$ cat src/rtl/pkt_slot_pkg.sv
package pkt_slot_pkg;

   typedef enum logic [2:0] {
      OP_NOP       = 3'd0,
      OP_ALLOC     = 3'd1,
      OP_RESET     = 3'd2,
      OP_RXPOP     = 3'd3,
      OP_RXPOP_REL = 3'd4,
      OP_FREE      = 3'd5,
      OP_TXQ       = 3'd6,
      OP_TXCLR     = 3'd7
   } mmu_op_e;

   localparam logic [7:0] RES_FAIL  = 8'h90;
   localparam logic [7:0] HEAD_NONE = 8'h80;
   localparam logic [7:0] ACK_MASK  = 8'hDE;
   localparam logic [7:0] STAT_INIT = 8'h04;

   localparam int BIT_RX    = 0;
   localparam int BIT_TX    = 1;
   localparam int BIT_TXE   = 2;
   localparam int BIT_ALLOC = 3;

endpackage

$ cat src/rtl/slot_fifo.sv
module slot_fifo #(
   parameter int DEPTH = 4,
   parameter int W     = 2,
   localparam int PW   = (DEPTH > 1) ? $clog2(DEPTH) : 1,
   localparam int CW   = $clog2(DEPTH + 1)
) (
   input  logic          clk,
   input  logic          rst_n,
   input  logic          clr,
   input  logic          push,
   input  logic          pop,
   input  logic [W-1:0]  din,
   output logic [W-1:0]  head,
   output logic [CW-1:0] count,
   output logic          empty,
   output logic          full,
   output logic          empty_nx
);

   generate
      if (DEPTH < 2) begin : g_bad_depth
         $error("slot_fifo: DEPTH must be at least 2");
      end
   endgenerate

   logic [PW-1:0] wr_ptr, rd_ptr;
   logic [CW-1:0] count_nx;
   logic          do_push, do_pop;
   logic [W-1:0]  mem [DEPTH];

   function automatic logic [PW-1:0] ptr_inc(input logic [PW-1:0] p);
      return (p == PW'(DEPTH - 1)) ? '0 : p + 1'b1;
   endfunction

   assign empty   = (count == '0);
   assign full    = (count == CW'(DEPTH));
   assign do_pop  = pop && !empty;
   assign do_push = push && (!full || do_pop);
   assign head    = mem[rd_ptr];

   always_comb begin
      if (clr) count_nx = '0;
      else     count_nx = count + CW'(do_push) - CW'(do_pop);
   end
   assign empty_nx = (count_nx == '0);

   always_ff @(posedge clk or negedge rst_n) begin
      if (!rst_n) begin
         wr_ptr <= '0;
         rd_ptr <= '0;
         count  <= '0;
      end else if (clr) begin
         wr_ptr <= '0;
         rd_ptr <= '0;
         count  <= '0;
      end else begin
         if (do_push) wr_ptr <= ptr_inc(wr_ptr);
         if (do_pop)  rd_ptr <= ptr_inc(rd_ptr);
         count <= count_nx;
      end
   end

   for (genvar g = 0; g < DEPTH; g++) begin : g_entry
      always_ff @(posedge clk or negedge rst_n) begin
         if (!rst_n)
            mem[g] <= '0;
         else if (do_push && !clr && wr_ptr == PW'(g))
            mem[g] <= din;
      end
   end

endmodule

$ cat src/rtl/slot_alloc.sv
module slot_alloc #(
   parameter int NSLOT = 4,
   localparam int SW   = $clog2(NSLOT)
) (
   input  logic          clk,
   input  logic          rst_n,
   input  logic          clr_all,
   input  logic          grab,
   input  logic          rel_en,
   input  logic [SW-1:0] rel_idx,
   output logic          found,
   output logic [SW-1:0] pick
);

   logic [NSLOT-1:0] busy;

   always_comb begin
      found = 1'b0;
      pick  = '0;
      for (int i = NSLOT - 1; i >= 0; i--) begin
         if (!busy[i]) begin
            found = 1'b1;
            pick  = SW'(i);
         end
      end
   end

   for (genvar g = 0; g < NSLOT; g++) begin : g_slot
      always_ff @(posedge clk or negedge rst_n) begin
         if (!rst_n)
            busy[g] <= 1'b0;
         else if (clr_all)
            busy[g] <= 1'b0;
         else if (grab && found && pick == SW'(g))
            busy[g] <= 1'b1;
         else if (rel_en && rel_idx == SW'(g))
            busy[g] <= 1'b0;
      end
   end

endmodule

$ cat src/rtl/slot_irq.sv
module slot_irq
   import pkt_slot_pkg::*;
(
   input  logic       clk,
   input  logic       rst_n,
   input  logic       ack_en,
   input  logic [7:0] ack_bits,
   input  logic       mask_en,
   input  logic [7:0] mask_val,
   input  logic       set_rx,
   input  logic       clr_rx,
   input  logic       set_alloc,
   input  logic       clr_alloc,
   input  logic       txe_cond,
   input  logic       tx_cond,
   output logic [7:0] status,
   output logic [7:0] mask,
   output logic       irq
);

   logic [7:0] status_nx;

   always_comb begin
      status_nx = status;
      if (clr_alloc) status_nx[BIT_ALLOC] = 1'b0;
      if (set_alloc) status_nx[BIT_ALLOC] = 1'b1;
      if (clr_rx)    status_nx[BIT_RX]    = 1'b0;
      if (set_rx)    status_nx[BIT_RX]    = 1'b1;
      if (ack_en)    status_nx = status_nx & ~(ack_bits & ACK_MASK);
      if (txe_cond)  status_nx[BIT_TXE]   = 1'b1;
      if (tx_cond)   status_nx[BIT_TX]    = 1'b1;
   end

   always_ff @(posedge clk or negedge rst_n) begin
      if (!rst_n) begin
         status <= STAT_INIT;
         mask   <= '0;
      end else begin
         status <= status_nx;
         if (mask_en) mask <= mask_val;
      end
   end

   assign irq = |(status & mask);

endmodule

$ cat src/rtl/pkt_slot_mgr.sv
module pkt_slot_mgr
   import pkt_slot_pkg::*;
#(
   parameter int NSLOT = 4,
   localparam int SW   = $clog2(NSLOT),
   localparam int CW   = $clog2(NSLOT + 1)
) (
   input  logic        clk,
   input  logic        rst_n,
   input  logic        cmd_valid,
   input  logic [7:0]  cmd_byte,
   input  logic        pnum_we,
   input  logic [7:0]  pnum_wdata,
   input  logic        ack_we,
   input  logic [7:0]  ack_clr,
   input  logic [7:0]  ack_mask,
   input  logic        autorel,
   input  logic        tx_done,
   input  logic        rx_push,
   output logic        tx_req,
   output logic [7:0]  tx_slot,
   output logic [7:0]  cur_pkt,
   output logic [7:0]  alloc_result,
   output logic [7:0]  irq_status,
   output logic [7:0]  irq_mask,
   output logic        irq,
   output logic [15:0] fifo_heads,
   output logic [15:0] mem_info
);

   generate
      if (NSLOT < 2 || NSLOT > 64) begin : g_bad_nslot
         $error("pkt_slot_mgr: NSLOT must lie in 2..64");
      end
   endgenerate

   // queue controls
   logic          pend_push, pend_pop, pend_clr;
   logic          done_push, done_pop, done_clr;
   logic          rx_push_q, rx_pop, rx_clr;
   logic [SW-1:0] pend_din, done_din, rx_din;
   logic [SW-1:0] pend_head, done_head, rx_head;
   logic [CW-1:0] pend_cnt, done_cnt, rx_cnt;
   logic          pend_empty, done_empty, rx_empty;
   logic          pend_full, done_full, rx_full;
   logic          pend_empty_nx, done_empty_nx, rx_empty_nx;

   // allocator controls
   logic          clr_all, grab, rel_en, found;
   logic [SW-1:0] rel_idx, pick;

   // interrupt controls
   logic          ack_en, mask_en, set_rx, clr_rx, set_alloc, clr_alloc;

   // result register
   logic          res_we;
   logic [7:0]    res_val;

   mmu_op_e       op;
   logic          take_ack, take_tx, take_rx;
   logic          unused_bits;

   assign op          = mmu_op_e'(cmd_byte[7:5]);
   assign unused_bits = ^{cmd_byte[4:0], pend_cnt, done_cnt, pend_full, done_full, rx_full,
                          pend_empty_nx, rx_empty};
   assign take_ack    = !cmd_valid && ack_we;
   assign take_tx     = !cmd_valid && !ack_we && tx_done;
   assign take_rx     = !cmd_valid && !ack_we && !tx_done && rx_push;

   always_comb begin
      pend_push = 1'b0; pend_pop = 1'b0; pend_clr = 1'b0;
      done_push = 1'b0; done_pop = 1'b0; done_clr = 1'b0;
      rx_push_q = 1'b0; rx_pop   = 1'b0; rx_clr   = 1'b0;
      pend_din  = cur_pkt[SW-1:0];
      done_din  = pend_head;
      rx_din    = pick;
      clr_all   = 1'b0; grab = 1'b0; rel_en = 1'b0; rel_idx = '0;
      ack_en    = 1'b0; mask_en = 1'b0;
      set_rx    = 1'b0; clr_rx = 1'b0; set_alloc = 1'b0; clr_alloc = 1'b0;
      res_we    = 1'b0; res_val = RES_FAIL;

      if (cmd_valid) begin
         unique case (op)
            OP_NOP: ;
            OP_ALLOC: begin
               grab      = 1'b1;
               res_we    = 1'b1;
               res_val   = found ? 8'(pick) : RES_FAIL;
               clr_alloc = 1'b1;
               set_alloc = found;
            end
            OP_RESET: begin
               clr_all  = 1'b1;
               pend_clr = 1'b1;
               done_clr = 1'b1;
               rx_clr   = 1'b1;
               res_we   = 1'b1;
               res_val  = RES_FAIL;
            end
            OP_RXPOP: begin
               rx_pop = 1'b1;
               set_rx = !rx_empty_nx;
               clr_rx = rx_empty_nx;
            end
            OP_RXPOP_REL: begin
               rx_pop  = 1'b1;
               rel_en  = !rx_empty;
               rel_idx = rx_head;
               set_rx  = !rx_empty_nx;
               clr_rx  = rx_empty_nx;
            end
            OP_FREE: begin
               rel_en  = 1'b1;
               rel_idx = cur_pkt[SW-1:0];
            end
            OP_TXQ: begin
               pend_push = 1'b1;
            end
            OP_TXCLR: begin
               pend_clr = 1'b1;
               done_clr = 1'b1;
            end
            default: ;
         endcase
      end else if (take_ack) begin
         ack_en = 1'b1;
         if (ack_clr[BIT_TX]) begin
            done_pop = !done_empty;
            mask_en  = !done_empty;
         end else begin
            mask_en = 1'b1;
         end
      end else if (take_tx) begin
         if (!pend_empty) begin
            pend_pop = 1'b1;
            if (autorel) begin
               rel_en  = 1'b1;
               rel_idx = pend_head;
            end else begin
               done_push = 1'b1;
            end
         end
      end else if (take_rx) begin
         grab      = 1'b1;
         rx_push_q = found;
         set_rx    = found;
      end
   end

   slot_fifo #(.DEPTH(NSLOT), .W(SW)) u_pend (
      .clk(clk), .rst_n(rst_n), .clr(pend_clr), .push(pend_push), .pop(pend_pop),
      .din(pend_din), .head(pend_head), .count(pend_cnt), .empty(pend_empty),
      .full(pend_full), .empty_nx(pend_empty_nx)
   );

   slot_fifo #(.DEPTH(NSLOT), .W(SW)) u_done (
      .clk(clk), .rst_n(rst_n), .clr(done_clr), .push(done_push), .pop(done_pop),
      .din(done_din), .head(done_head), .count(done_cnt), .empty(done_empty),
      .full(done_full), .empty_nx(done_empty_nx)
   );

   slot_fifo #(.DEPTH(NSLOT), .W(SW)) u_rxq (
      .clk(clk), .rst_n(rst_n), .clr(rx_clr), .push(rx_push_q), .pop(rx_pop),
      .din(rx_din), .head(rx_head), .count(rx_cnt), .empty(rx_empty),
      .full(rx_full), .empty_nx(rx_empty_nx)
   );

   slot_alloc #(.NSLOT(NSLOT)) u_alloc (
      .clk(clk), .rst_n(rst_n), .clr_all(clr_all), .grab(grab),
      .rel_en(rel_en), .rel_idx(rel_idx), .found(found), .pick(pick)
   );

   slot_irq u_irq (
      .clk(clk), .rst_n(rst_n), .ack_en(ack_en), .ack_bits(ack_clr),
      .mask_en(mask_en), .mask_val(ack_mask), .set_rx(set_rx), .clr_rx(clr_rx),
      .set_alloc(set_alloc), .clr_alloc(clr_alloc),
      .txe_cond(pend_empty_nx), .tx_cond(!done_empty_nx),
      .status(irq_status), .mask(irq_mask), .irq(irq)
   );

   always_ff @(posedge clk or negedge rst_n) begin
      if (!rst_n) begin
         alloc_result <= RES_FAIL;
         cur_pkt      <= '0;
      end else begin
         if (res_we)  alloc_result <= res_val;
         if (pnum_we) cur_pkt      <= pnum_wdata;
      end
   end

   assign tx_req     = !pend_empty;
   assign tx_slot    = 8'(pend_head);
   assign fifo_heads = {rx_empty ? HEAD_NONE : 8'(rx_head),
                        done_empty ? HEAD_NONE : 8'(done_head)};
   assign mem_info   = {8'(NSLOT) - 8'(rx_cnt), 8'(NSLOT)};

endmodule

$ cat config.mk
export PLATFORM = sky130hd
export DESIGN_NAME = pkt_slot_mgr
export DESIGN_NICKNAME = d
export VERILOG_FILES = /design/src/rtl/pkt_slot_pkg.sv /design/src/rtl/slot_fifo.sv /design/src/rtl/slot_alloc.sv /design/src/rtl/slot_irq.sv /design/src/rtl/pkt_slot_mgr.sv
export SDC_FILE = /design/constraint.sdc
export NUM_CORES = 1
export LEC_CHECK = 0
export CAP_MARGIN = 0
export CORE_ASPECT_RATIO = 1.25
export CORE_MARGIN = 4
export CORE_UTILIZATION = 68
export DETAILED_ROUTE_END_ITERATION = 12
export DONT_BUFFER_PORTS = 1
export GPL_ROUTABILITY_DRIVEN = 0
export PLACE_DENSITY = 0.84
export SYNTH_ARGS = -nofsm -noshare
export SYNTH_HDL_FRONTEND = slang
export SYNTH_SLANG_ARGS = --single-unit
export TNS_END_PERCENT = 100
$ cat constraint.sdc
create_clock -name clk -period 3.9 [get_ports clk]
set_input_delay 0.195 -clock clk [delete_from_list [all_inputs] [get_ports clk]]
set_output_delay 0.195 -clock clk [all_outputs]
set_load 0.01 [all_outputs]
# ---- Word-level counts from Yosys, hierarchy flattened
# Cells that the tools add are included.
dict set report classes {
  add_sub_neg 13
  n_lt_le_gt_ge 3
  n_eq_ne 29
  muxes 120
  bitwise_logic 6
  n_reduce_logical 76
}
# op count
set op_table {}
lappend op_table {{2-to-1 mux 1 bit} 70}
lappend op_table {{2-to-1 mux 2 bit} 33}
lappend op_table {{2-to-1 mux 8 bit} 5}
lappend op_table {{logical AND 1 bit} 35}
lappend op_table {{equality test 2 bit, second input constant} 13}
lappend op_table {{equality test 3 bit, second input constant} 7}
lappend op_table {{zero test 3 bit} 6}
lappend op_table {{2-to-1 mux 3 bit} 6}
lappend op_table {{AND 8 bit} 2}
lappend op_table {{nonzero test 2 bit} 7}
lappend op_table {{adder 2 x 1 -> 2 bit, second input constant} 6}
lappend op_table {{binary-select mux 2 bit (select 2 bit)} 3}
lappend op_table {{zero test 1 bit} 12}
lappend op_table {{nonzero test 3 bit} 4}
lappend op_table {{equality test 2 x 1 -> 1 bit, second input constant} 5}
lappend op_table {{zero test 2 bit} 5}
lappend op_table {{adder 3 x 1 -> 3 bit} 3}
lappend op_table {{greater-or-equal comparator 3 bit, second input constant} 3}
lappend op_table {{NOT 2 -> 3 bit} 3}
lappend op_table {{subtractor 3 x 1 -> 3 bit} 3}
lappend op_table {{NOT 8 bit} 1}
lappend op_table {{OR reduction 8 bit} 1}
lappend op_table {{equality test 3 x 2 -> 1 bit, second input constant} 2}
lappend op_table {{OR reduction 2 bit} 3}
lappend op_table {{other kinds (7)} 9}
dict set report totals {
  reg_bits 81
  inputBits 40
  wordCells 279
}

# ---- Longest topological paths before layout
# Gate-level depths: netlist of the first run.
dict set report logic_depth {
  word_depth 20
  ltp_mapped 15
}

# ---- Cells and area by module
# From an unflattened synthesis of the first run, not the netlist that was laid out.
dict set report hier_totals {
  hier_cells 369
  area_unflattened_um2 4367.9
}
# mod instances cells_each area_per_inst_um2
set by_module_without_submodules {}
lappend by_module_without_submodules {pkt_slot_mgr 1 111 1012.2}
lappend by_module_without_submodules {{slot_fifo at u_pend} 1 64 848.3}
lappend by_module_without_submodules {{slot_fifo at u_done} 1 66 835.8}
lappend by_module_without_submodules {{slot_fifo at u_rxq} 1 65 828.3}
lappend by_module_without_submodules {slot_irq 1 41 620.6}
lappend by_module_without_submodules {slot_alloc 1 22 222.7}

# ---- Worst setup path before layout of the first run
# OpenSTA, ideal clock, no wires.
dict set report synth_path {
  path_type {flip-flop to flip-flop}
  startpoint {register u_pend.count[1]}
  endpoint {register u_irq.status[2]}
  setup_time_ps 61
  t_arrival_ps 2505
  required_ps 3839
  slack_ps 1335
  stages_incl_launch_ff 12
  synth_period_minus_slack_ps 2565
  cell_sequence {dfrtp_1 nor3_1 nor2_1 ha_1 inv_1 ha_1 inv_1 fa_1 xor2_1 xnor2_1 nand3b_1 nand2_1}
}
dict set report synth_between {
  elab_chain_len 13
  elab_cells_between_ends 17
  classes_between {2 x add/sub; 1 x eq/ne; 6 x mux; 8 x reduce/logical}
}
# element line
set synth_lines {}
lappend synth_lines {{from (decl)} slot_fifo.sv:14} ;# output logic [CW-1:0] count,
lappend synth_lines {{from (signal assigned)} slot_fifo.sv:59} ;# count <= count_nx;
lappend synth_lines {{zero test 3 bit} slot_fifo.sv:35} ;# assign empty = (count == '0);
lappend synth_lines {{2-to-1 mux 1 bit} pkt_slot_mgr.sv:134} ;# if (!pend_empty) begin
lappend synth_lines {{2-to-1 mux 1 bit} pkt_slot_mgr.sv:133} ;# end else if (take_tx) begin
lappend synth_lines {{2-to-1 mux 1 bit} pkt_slot_mgr.sv:125} ;# end else if (take_ack) begin
lappend synth_lines {{2-to-1 mux 1 bit} pkt_slot_mgr.sv:82} ;# if (cmd_valid) begin
lappend synth_lines {{logical AND 1 bit} slot_fifo.sv:37} ;# assign do_pop = pop && !empty;
lappend synth_lines {{logical OR 1 bit} slot_fifo.sv:38} ;# assign do_push = push && (!full || do_pop);
lappend synth_lines {{logical AND 1 bit} slot_fifo.sv:38}
lappend synth_lines {{adder 3 x 1 -> 3 bit} slot_fifo.sv:43} ;# else count_nx = count + CW'(do_push) - CW'(do_pop);
lappend synth_lines {{subtractor 3 x 1 -> 3 bit (*)} slot_fifo.sv:43}
lappend synth_lines {{2-to-1 mux 3 bit (*)} slot_fifo.sv:42} ;# if (clr) count_nx = '0;
lappend synth_lines {{zero test 3 bit (*)} slot_fifo.sv:45} ;# assign empty_nx = (count_nx == '0);
lappend synth_lines {{2-to-1 mux 1 bit / nonzero test 2 bit (equally long branches)} -}
lappend synth_lines {{to (signal assigned)} slot_irq.sv:39} ;# status <= status_nx;
lappend synth_lines {{to (decl)} slot_irq.sv:16} ;# output logic [7:0] status,
# Mark *: on every way between the ends. The rest lies on a longest branch, timed or not.
# A chain may end at the register's enable or synchronous reset.

# ---- Worst setup path in the final report of the first run
dict set report layout_path {
  startpoint {register u_rxq.count[0]}
  endpoint {register u_irq.status[0]}
}
dict set report layout_between {
  elab_chain_len 15
  elab_cells_between_ends 20
  classes_between {2 x add/sub; 1 x eq/ne; 8 x mux; 1 x bitwise; 8 x reduce/logical}
}
# element line
set layout_lines {}
lappend layout_lines {{from (decl)} slot_fifo.sv:14}
lappend layout_lines {{from (signal assigned)} slot_fifo.sv:59}
lappend layout_lines {{zero test 3 bit} slot_fifo.sv:35}
lappend layout_lines {{zero test 1 bit} slot_fifo.sv:37}
lappend layout_lines {{logical AND 1 bit} slot_fifo.sv:37}
lappend layout_lines {{logical OR 1 bit} slot_fifo.sv:38}
lappend layout_lines {{logical AND 1 bit} slot_fifo.sv:38}
lappend layout_lines {{adder 3 x 1 -> 3 bit} slot_fifo.sv:43}
lappend layout_lines {{subtractor 3 x 1 -> 3 bit (*)} slot_fifo.sv:43}
lappend layout_lines {{2-to-1 mux 3 bit (*)} slot_fifo.sv:42}
lappend layout_lines {{zero test 3 bit (*)} slot_fifo.sv:45}
lappend layout_lines {{2-to-1 mux 1 bit / zero test 1 bit (equally long branches)} {pkt_slot_mgr.sv:83, pkt_slot_mgr.sv:102, pkt_slot_mgr.sv:109}}
lappend layout_lines {{2-to-1 mux 1 bit (on tied branches)} -}
lappend layout_lines {{2-to-1 mux 1 bit (on tied branches)} {slot_irq.sv:27, pkt_slot_mgr.sv:82}}
lappend layout_lines {{2-to-1 mux 1 bit (*)} slot_irq.sv:28} ;# if (set_rx) status_nx[BIT_RX] = 1'b1;
lappend layout_lines {{AND 8 bit} slot_irq.sv:29} ;# if (ack_en) status_nx = status_nx & ~(ack_bits & ACK_MASK);
lappend layout_lines {{2-to-1 mux 4 bit (*)} slot_irq.sv:29}
lappend layout_lines {{net u_irq.status_nx[0]} slot_irq.sv:21} ;# logic [7:0] status_nx;
# Mark *: on every way through the listed nets, which the timed path passes. The rest lies on a longest branch. The select of a mux whose other input is x is not followed.

==> qor.yml, run 1 <==
syn_inst: 376
n_antenna_cell: 0
synth_common_cells: "73 x dfrtp_1, 44 x mux2_2, 38 x buf_4, 28 x inv_1, 25 x ha_1"
fin_setup_tns_ns: 0
met3_usage_pct: 5.43
final_hold_viol_count: 0
final_cell_count_no_fill: 490
total_power_uw: 2870
p_per_area_nw_per_um2: 619
yosysSeqAreaShare_pct: 44.5
worstPathArrival_ns: 3.15
clockBufferDepth: 2
layout-drive-gt1-share_pct: 18.4
antenna_found_initial: 0
post-dp-hpwl_mm: 5.98
seqCellArea_sq_um: 1880
end_kind: "register"
startpoint_type: "register"
yosysMostFrequentCell: "dfrtp_1"
crit_path_start: "u_rxq.count[0]"
drtAntennaViolNets: 0
syn2layout_area_growth_pct: 9.90
cts_tree: "built"
max-cap-violations: 0
vias: 2875
post-route-min-period_ns: 2.91
die_area_sq_um: 7540
setup_violations: 0
clkLatencyLatePin_ns: 0.36
rr_endpoint: "u_irq.status[0]"
clk_pin_slew_ns: 0.10
grt_max_degree: 76
placed_area_sq_um: 4140
min_period_over_period_pct: 74.7
coreArea_sq_um: 5900
r2r_slack_ns: 0.99
crit_type: "reg2reg"
synth.distinct_cells: 56
avgSynthCellArea_sq_um: 11.2
leakage_uw: 0.00217
synth_warnings: 0
use_met1_pct: 27.3
clock-sinks: 75
async_flop_share_pct: 100
r2r_start: "u_rxq.count[0]"
max_slew_margin_pct: 27.1
synth_edf_count: 0
ys_ff_latch: 75
drt_iter0_markers: 211
grtUsageTotal_pct: 25.9
grt_busiest_layer: "met2"
synthesis.area_sq_um: 4220
critPathCapture: "u_irq.status[0]"
max_clock_freq_mhz: 343
cp.required_ns: 4.14
numCtsBuffers: 9
rsz0062_at_grt: "no"
netlist_top_cells_area: "dfrtp_1 43%, mux2_2 12%, ha_1 7.4%, buf_4 6.8%, inv_1 2.5%"
nFillCells: 354
cts-root-buf: "clkbuf_8"
drc: 0
rows: 31
wl_per_cell_um: 19.2
timing.hold.ws_ns: 0.0518
ios: 114
tightest_slew_ns: 1.09
final-max-slew-violation-count: 0
synth_top_area_share_pct: 43.3
synthFlopType: "dfrtp_1"
htreeDepth: 3
die_h_um: 96.1
peakVddDrop_v: 0.000402
fp.dieW_um: 78.5
dr.pass1.iters: 4
grt_pass1_vias: 3048
r2r_cells: 15
status: "finished, final reports clean"
initial_core_util_pct: 71.6
met2_usage_pct: 48.3
hp-class: "in2reg"
final_cell_area_sq_um: 4640
nets: 471
cp_max_fo: 9
vias_per_cell: 5.87
skew_ns: 0.0177
multiInputGateArea_sq_um: 2030
placed_cells: 444
overflow: 0
io_buffers: 0
grt_first_pass_wirelength_mm: 14.6
yosys.area.top_type: "dfrtp_1"
routed_wl_mm: 9.41
per-layer routing:
| metal | vias to the layer above | part of all wire (%) |
|---|---|---|
| met1 | 1431 | 35 |
| met4 | 0 | 3.8 |
| li1 | 1308 | - |
| met5 | - | 0 |
| met2 | 104 | 56 |
| met3 | 32 | 5.3 |
state kept, by name, indices dropped and copies added, names as in the netlist:
register and flops:
u_done.count 3, u_pend.count 3, u_alloc.busy 4, u_pend.wr_ptr 2
u_irq.mask 8, u_rxq.rd_ptr 2, cur_pkt 8, u_irq.status 7
u_done.mem 8, u_rxq.mem 8, u_pend.rd_ptr 2, u_pend.mem 8
u_done.wr_ptr 2, u_done.rd_ptr 2, u_rxq.wr_ptr 2, u_rxq.count 3
alloc_result 3
cell families (layout without fill, tap and decap cells):
kind of cell	count (synthesis)	after routing	share of synthesized area (%)
AND/OR/NAND/NOR	88	88	11.0
flip-flops	75	75	44.5
buffers and inverters	72	77	9.96
AO/OA/AOI/OAI	53	53	8.98
multiplexers	53	53	15.5
adder cells (fa/ha/maj)	28	28	8.83
XOR/XNOR	5	5	1.04
other	2	29	0.178
placed cells by master, fill, tap and decap left out, types with 8 or more instances in the layout:
| cell type | synthesis | layout |
|---|---|---|
| clkbuf_8 | 0 | 9 |
| nor2_1 | 23 | 23 |
| conb_1 | 2 | 29 |
| dlygate4sd3_1 | 0 | 29 |
| dfrtp_1 | 73 | 73 |
| ha_1 | 25 | 25 |
| mux2_2 | 44 | 44 |
| a21oi_1 | 14 | 14 |
| nand2_1 | 24 | 24 |
| inv_1 | 28 | 28 |
| o21ai_0 | 11 | 11 |
| nand3_1 | 8 | 8 |
worst max-delay path, stage by stage (launching register included):
cell and delay, ns:
dfrtp_1 0.40, inv_1 0.09, ha_1 0.23, ha_1 0.26, inv_1 0.17, o211ai_2 0.20, inv_1 0.10, ha_1 0.22
inv_1 0.05, ha_1 0.13, inv_1 0.05, fa_1 0.37, xor2_1 0.20, a31oi_1 0.11, mux2i_1 0.14, nand2_1 0.07
layout make-up:
| cell class | instances | share of cell area [%] |
|---|---|---|
| Tap cell | 82 | 2.21 |
| Multi-Input combinational cell | 256 | 43.7 |
| Inverter | 28 | 2.27 |
| Clock inverter | 7 | 1.27 |
| Clock buffer | 9 | 2.67 |
| Sequential cell | 75 | 40.5 |
| Timing Repair Buffer | 33 | 7.34 |
through the flow:
| step | worst slack [ns] | utilization, % |
|---|---|---|
| after floorplan | 1.33 | - |
| after global placement | 1.04 | 70.2 |
| after detailed placement | 0.998 | 70.2 |
| after CTS | 0.969 | 78.7 |
| after global routing | 0.704 | 78.7 |
| final | 0.988 | 78.7 |
power by group:
part	total [uW]	internal [uW]	switching, uW	leakage (uW)
combinational	1030	455	570	0.00113
sequential	1280	1020	261	0.000948
clock	562	240	323	0.0000868
worst min-delay path by stage:
| stage | startpoint | to | cells after the start |
|---|---|---|---|
| floorplan | rst_n | alloc_result[0] | 0 |
| global placement | rst_n | alloc_result[1] | 0 |
| detailed placement | rst_n | alloc_result[0] | 0 |
| CTS | ack_clr[2] | u_irq.status[2] | 3 |
| global route | ack_clr[2] | u_irq.status[2] | 3 |
| finish | ack_clr[2] | u_irq.status[2] | 3 |
repair_timing:
item / CTS / global route
endpoints found under the hold margin: 95 / 0
hold buffers: 30 / 0
setup buffers: 0 / 0
resized for setup: 0 / 0
No activity file was read; power rests on OpenSTA's default activity.
==> run 2, diff against run 1 <==
CORE_UTILIZATION = 64   (was 68)
PLACE_DENSITY = 0.8   (was 0.84)
clock period = 2.8 ns   (was 3.9 ns; I/O delays follow)
==> run 2 against run 1 <==
Die area rose by 5.7%. Clock power up 36%. Global-route usage down 1.5 points. Cell area increased by 1.9%. Worst setup slack worse by 0.72 ns. Total power increased by 40%. First-iteration DRC count down 39%. Core utilization fell by 3.5 points. Sequential share of layout area down 0.74 points.
==> qor.yml, run 2 (synthesis results as in run 1) <==
crit_type: "reg2reg"
clkLatencyLatePin_ns: 0.36  # about the same
nFillCells: 422  # +19%
setup_violations: 0  # unchanged
syn2layout_area_growth_pct: 11.9
wl_per_cell_um: 18.2  # -5.0%
vias_per_cell: 5.65  # -3.6%
clock-sinks: 75  # unchanged
htreeDepth: 3  # unchanged
initial_core_util_pct: 67.2  # -4.4 points
tightest_slew_ns: 0.752  # -0.337 ns
worstPathArrival_ns: 2.77  # -0.38 ns
max-cap-violations: 0  # unchanged
cp_cell_sequence: "inv_1 > ha_1 > ha_1 > inv_2 > o211ai_2 > inv_1 > ha_1 > inv_1 > ha_1 > inv_1 > fa_1 > xor2_1 > a31oi_1 > mux2i_1 > nand2_1"
nets: 482  # +2.3%
drt_iter0_markers: 128  # -39%
die_h_um: 98.8  # +2.8%
min_period_over_period_pct: 90.3  # +16 points
rows: 32  # +3.2%
layout-drive-gt1-share_pct: 20.5  # +2.1 points
final_cell_mix: "73 x dfrtp_1, 44 x mux2_2, 30 x dlygate4sd3_1, 29 x conb_1, 27 x inv_1"
final_hold_viol_count: 0  # unchanged
status: "finished, final reports clean"
overflow: 0  # unchanged
ios: 114  # unchanged
fp.dieW_um: 80.6  # +2.8%
max_clock_freq_mhz: 395  # +15%
startpoint_type: "register"
hp-class: "in2reg"
max_slew_margin_pct: 49.7  # +23 points
total_power_uw: 4020  # +40%
clockBufferDepth: 2  # unchanged
antenna_found_initial: 0  # unchanged
utilization_pct: 75.2  # -3.5 points
p_per_area_nw_per_um2: 851  # +37%
cts-root-buf: "clkbuf_8"
grt_pass1_vias: 3021  # -0.89%
dr.pass1.iters: 4  # unchanged
grt_first_pass_wirelength_mm: 14.6  # +0.56%
crit_path_top_delay_cell: "fa_1"
vias: 2855  # -0.70%
cp_max_fo: 3  # -6
final_common_cell: "dfrtp_1"
leakage_uw: 0.00223  # +2.7%
post-dp-hpwl_mm: 6.33  # +5.8%
die_area_sq_um: 7970  # +5.7%
cts_tree: "built"
grtUsageTotal_pct: 24.4  # -1.5 points
final-max-slew-violation-count: 0  # unchanged
crit_path_max_incr_delay_ns: 0.37  # -0.03 ns
routed_wl_mm: 9.21  # -2.1%
coreArea_sq_um: 6290  # +6.6%
cp.required_ns: 3.04  # -1.10 ns
drtAntennaViolNets: 0  # unchanged
peakVddDrop_v: 0.000621  # +54%
post-route-min-period_ns: 2.53  # -0.383 ns
io_buffers: 0  # unchanged
rsz0062_at_grt: "no"
skew_ns: 0.0152  # -0.00251 ns
drc: 0  # unchanged
numCtsBuffers: 9  # unchanged
grt_max_degree: 76  # unchanged
end_kind: "register"
fin_setup_tns_ns: 0  # unchanged
clk_pin_slew_ns: 0.08  # -0.02 ns
==> run 2: area by class of cell <==
type	instances	area (sq um)	share of cell area [%]
inverter	28	105	2.22
sequential	75	1880	39.8
multi-input combinational	256	2030	42.9
antenna	1	2.50	0.0530
tap	85	106	2.25
timing repair buffer	44	425	9.00
clock inverter	6	40.0	0.847
clock buffer	10	138	2.91
==> run 2: power by group <==
group | switching (uW) | internal [uW]
sequential | 366 | 1420
combinational | 790 | 676
clock | 418 | 346
total | 1570 | 2450
==> run 2: critical path, delay by kind of cell (launching register included) <==
| family | cells | cell delay [ns] |
|---|---|---|
| fa+ha+maj | 5 | 1.15 |
| compound gates | 2 | 0.19 |
| mux | 1 | 0.13 |
| xor+xnor | 1 | 0.18 |
| simple gates | 1 | 0.07 |
| buf+inv | 5 | 0.32 |
| flops | 1 | 0.35 |
==> run 2: metrics by stage <==
stage          hold slack (ns)  std cells  setup WS [ns]  area [sq um]
6_report                0.0641        505          0.270          4730
5_1_grt                 0.0911        504         0.0360          4720
4_1_cts                 0.0534        503          0.134          4720
3_5_place_dp            -0.152        456          0.167          4210
3_3_place_gp            -0.152        456          0.232          4210
2_1_floorplan           -0.156        403          0.235          4320
==> run 2: metal layers <==
layer	GRT usage, %	routed length, um
met1	24.5	3220
met2	46.5	5350
met3	6.12	429
met4	9.75	209
met5	0	0
==> run 2: what timing repair did <==
action	in CTS	in global routing
setup buffers	0	1
gates resized for setup	0	1
setup endpoints to repair	0	1
hold buffers	31	0
endpoints found under the hold margin	96	0
==> run 2: final timing paths <==
kind                                start               to  slack, ns  cells after the start
setup / recovery           u_rxq.count[0]  u_irq.status[0]       0.27                     15
hold / removal                cmd_byte[5]  u_alloc.busy[1]       0.06                      3
setup reg to reg           u_rxq.count[0]  u_irq.status[0]       0.27                     15
hold reg to reg             u_pend.mem[4]    u_pend.mem[4]       0.50                      1
max in group asynchronous           rst_n  u_irq.status[2]       2.13                      2
min in group asynchronous           rst_n     u_rxq.mem[0]       0.32                      2
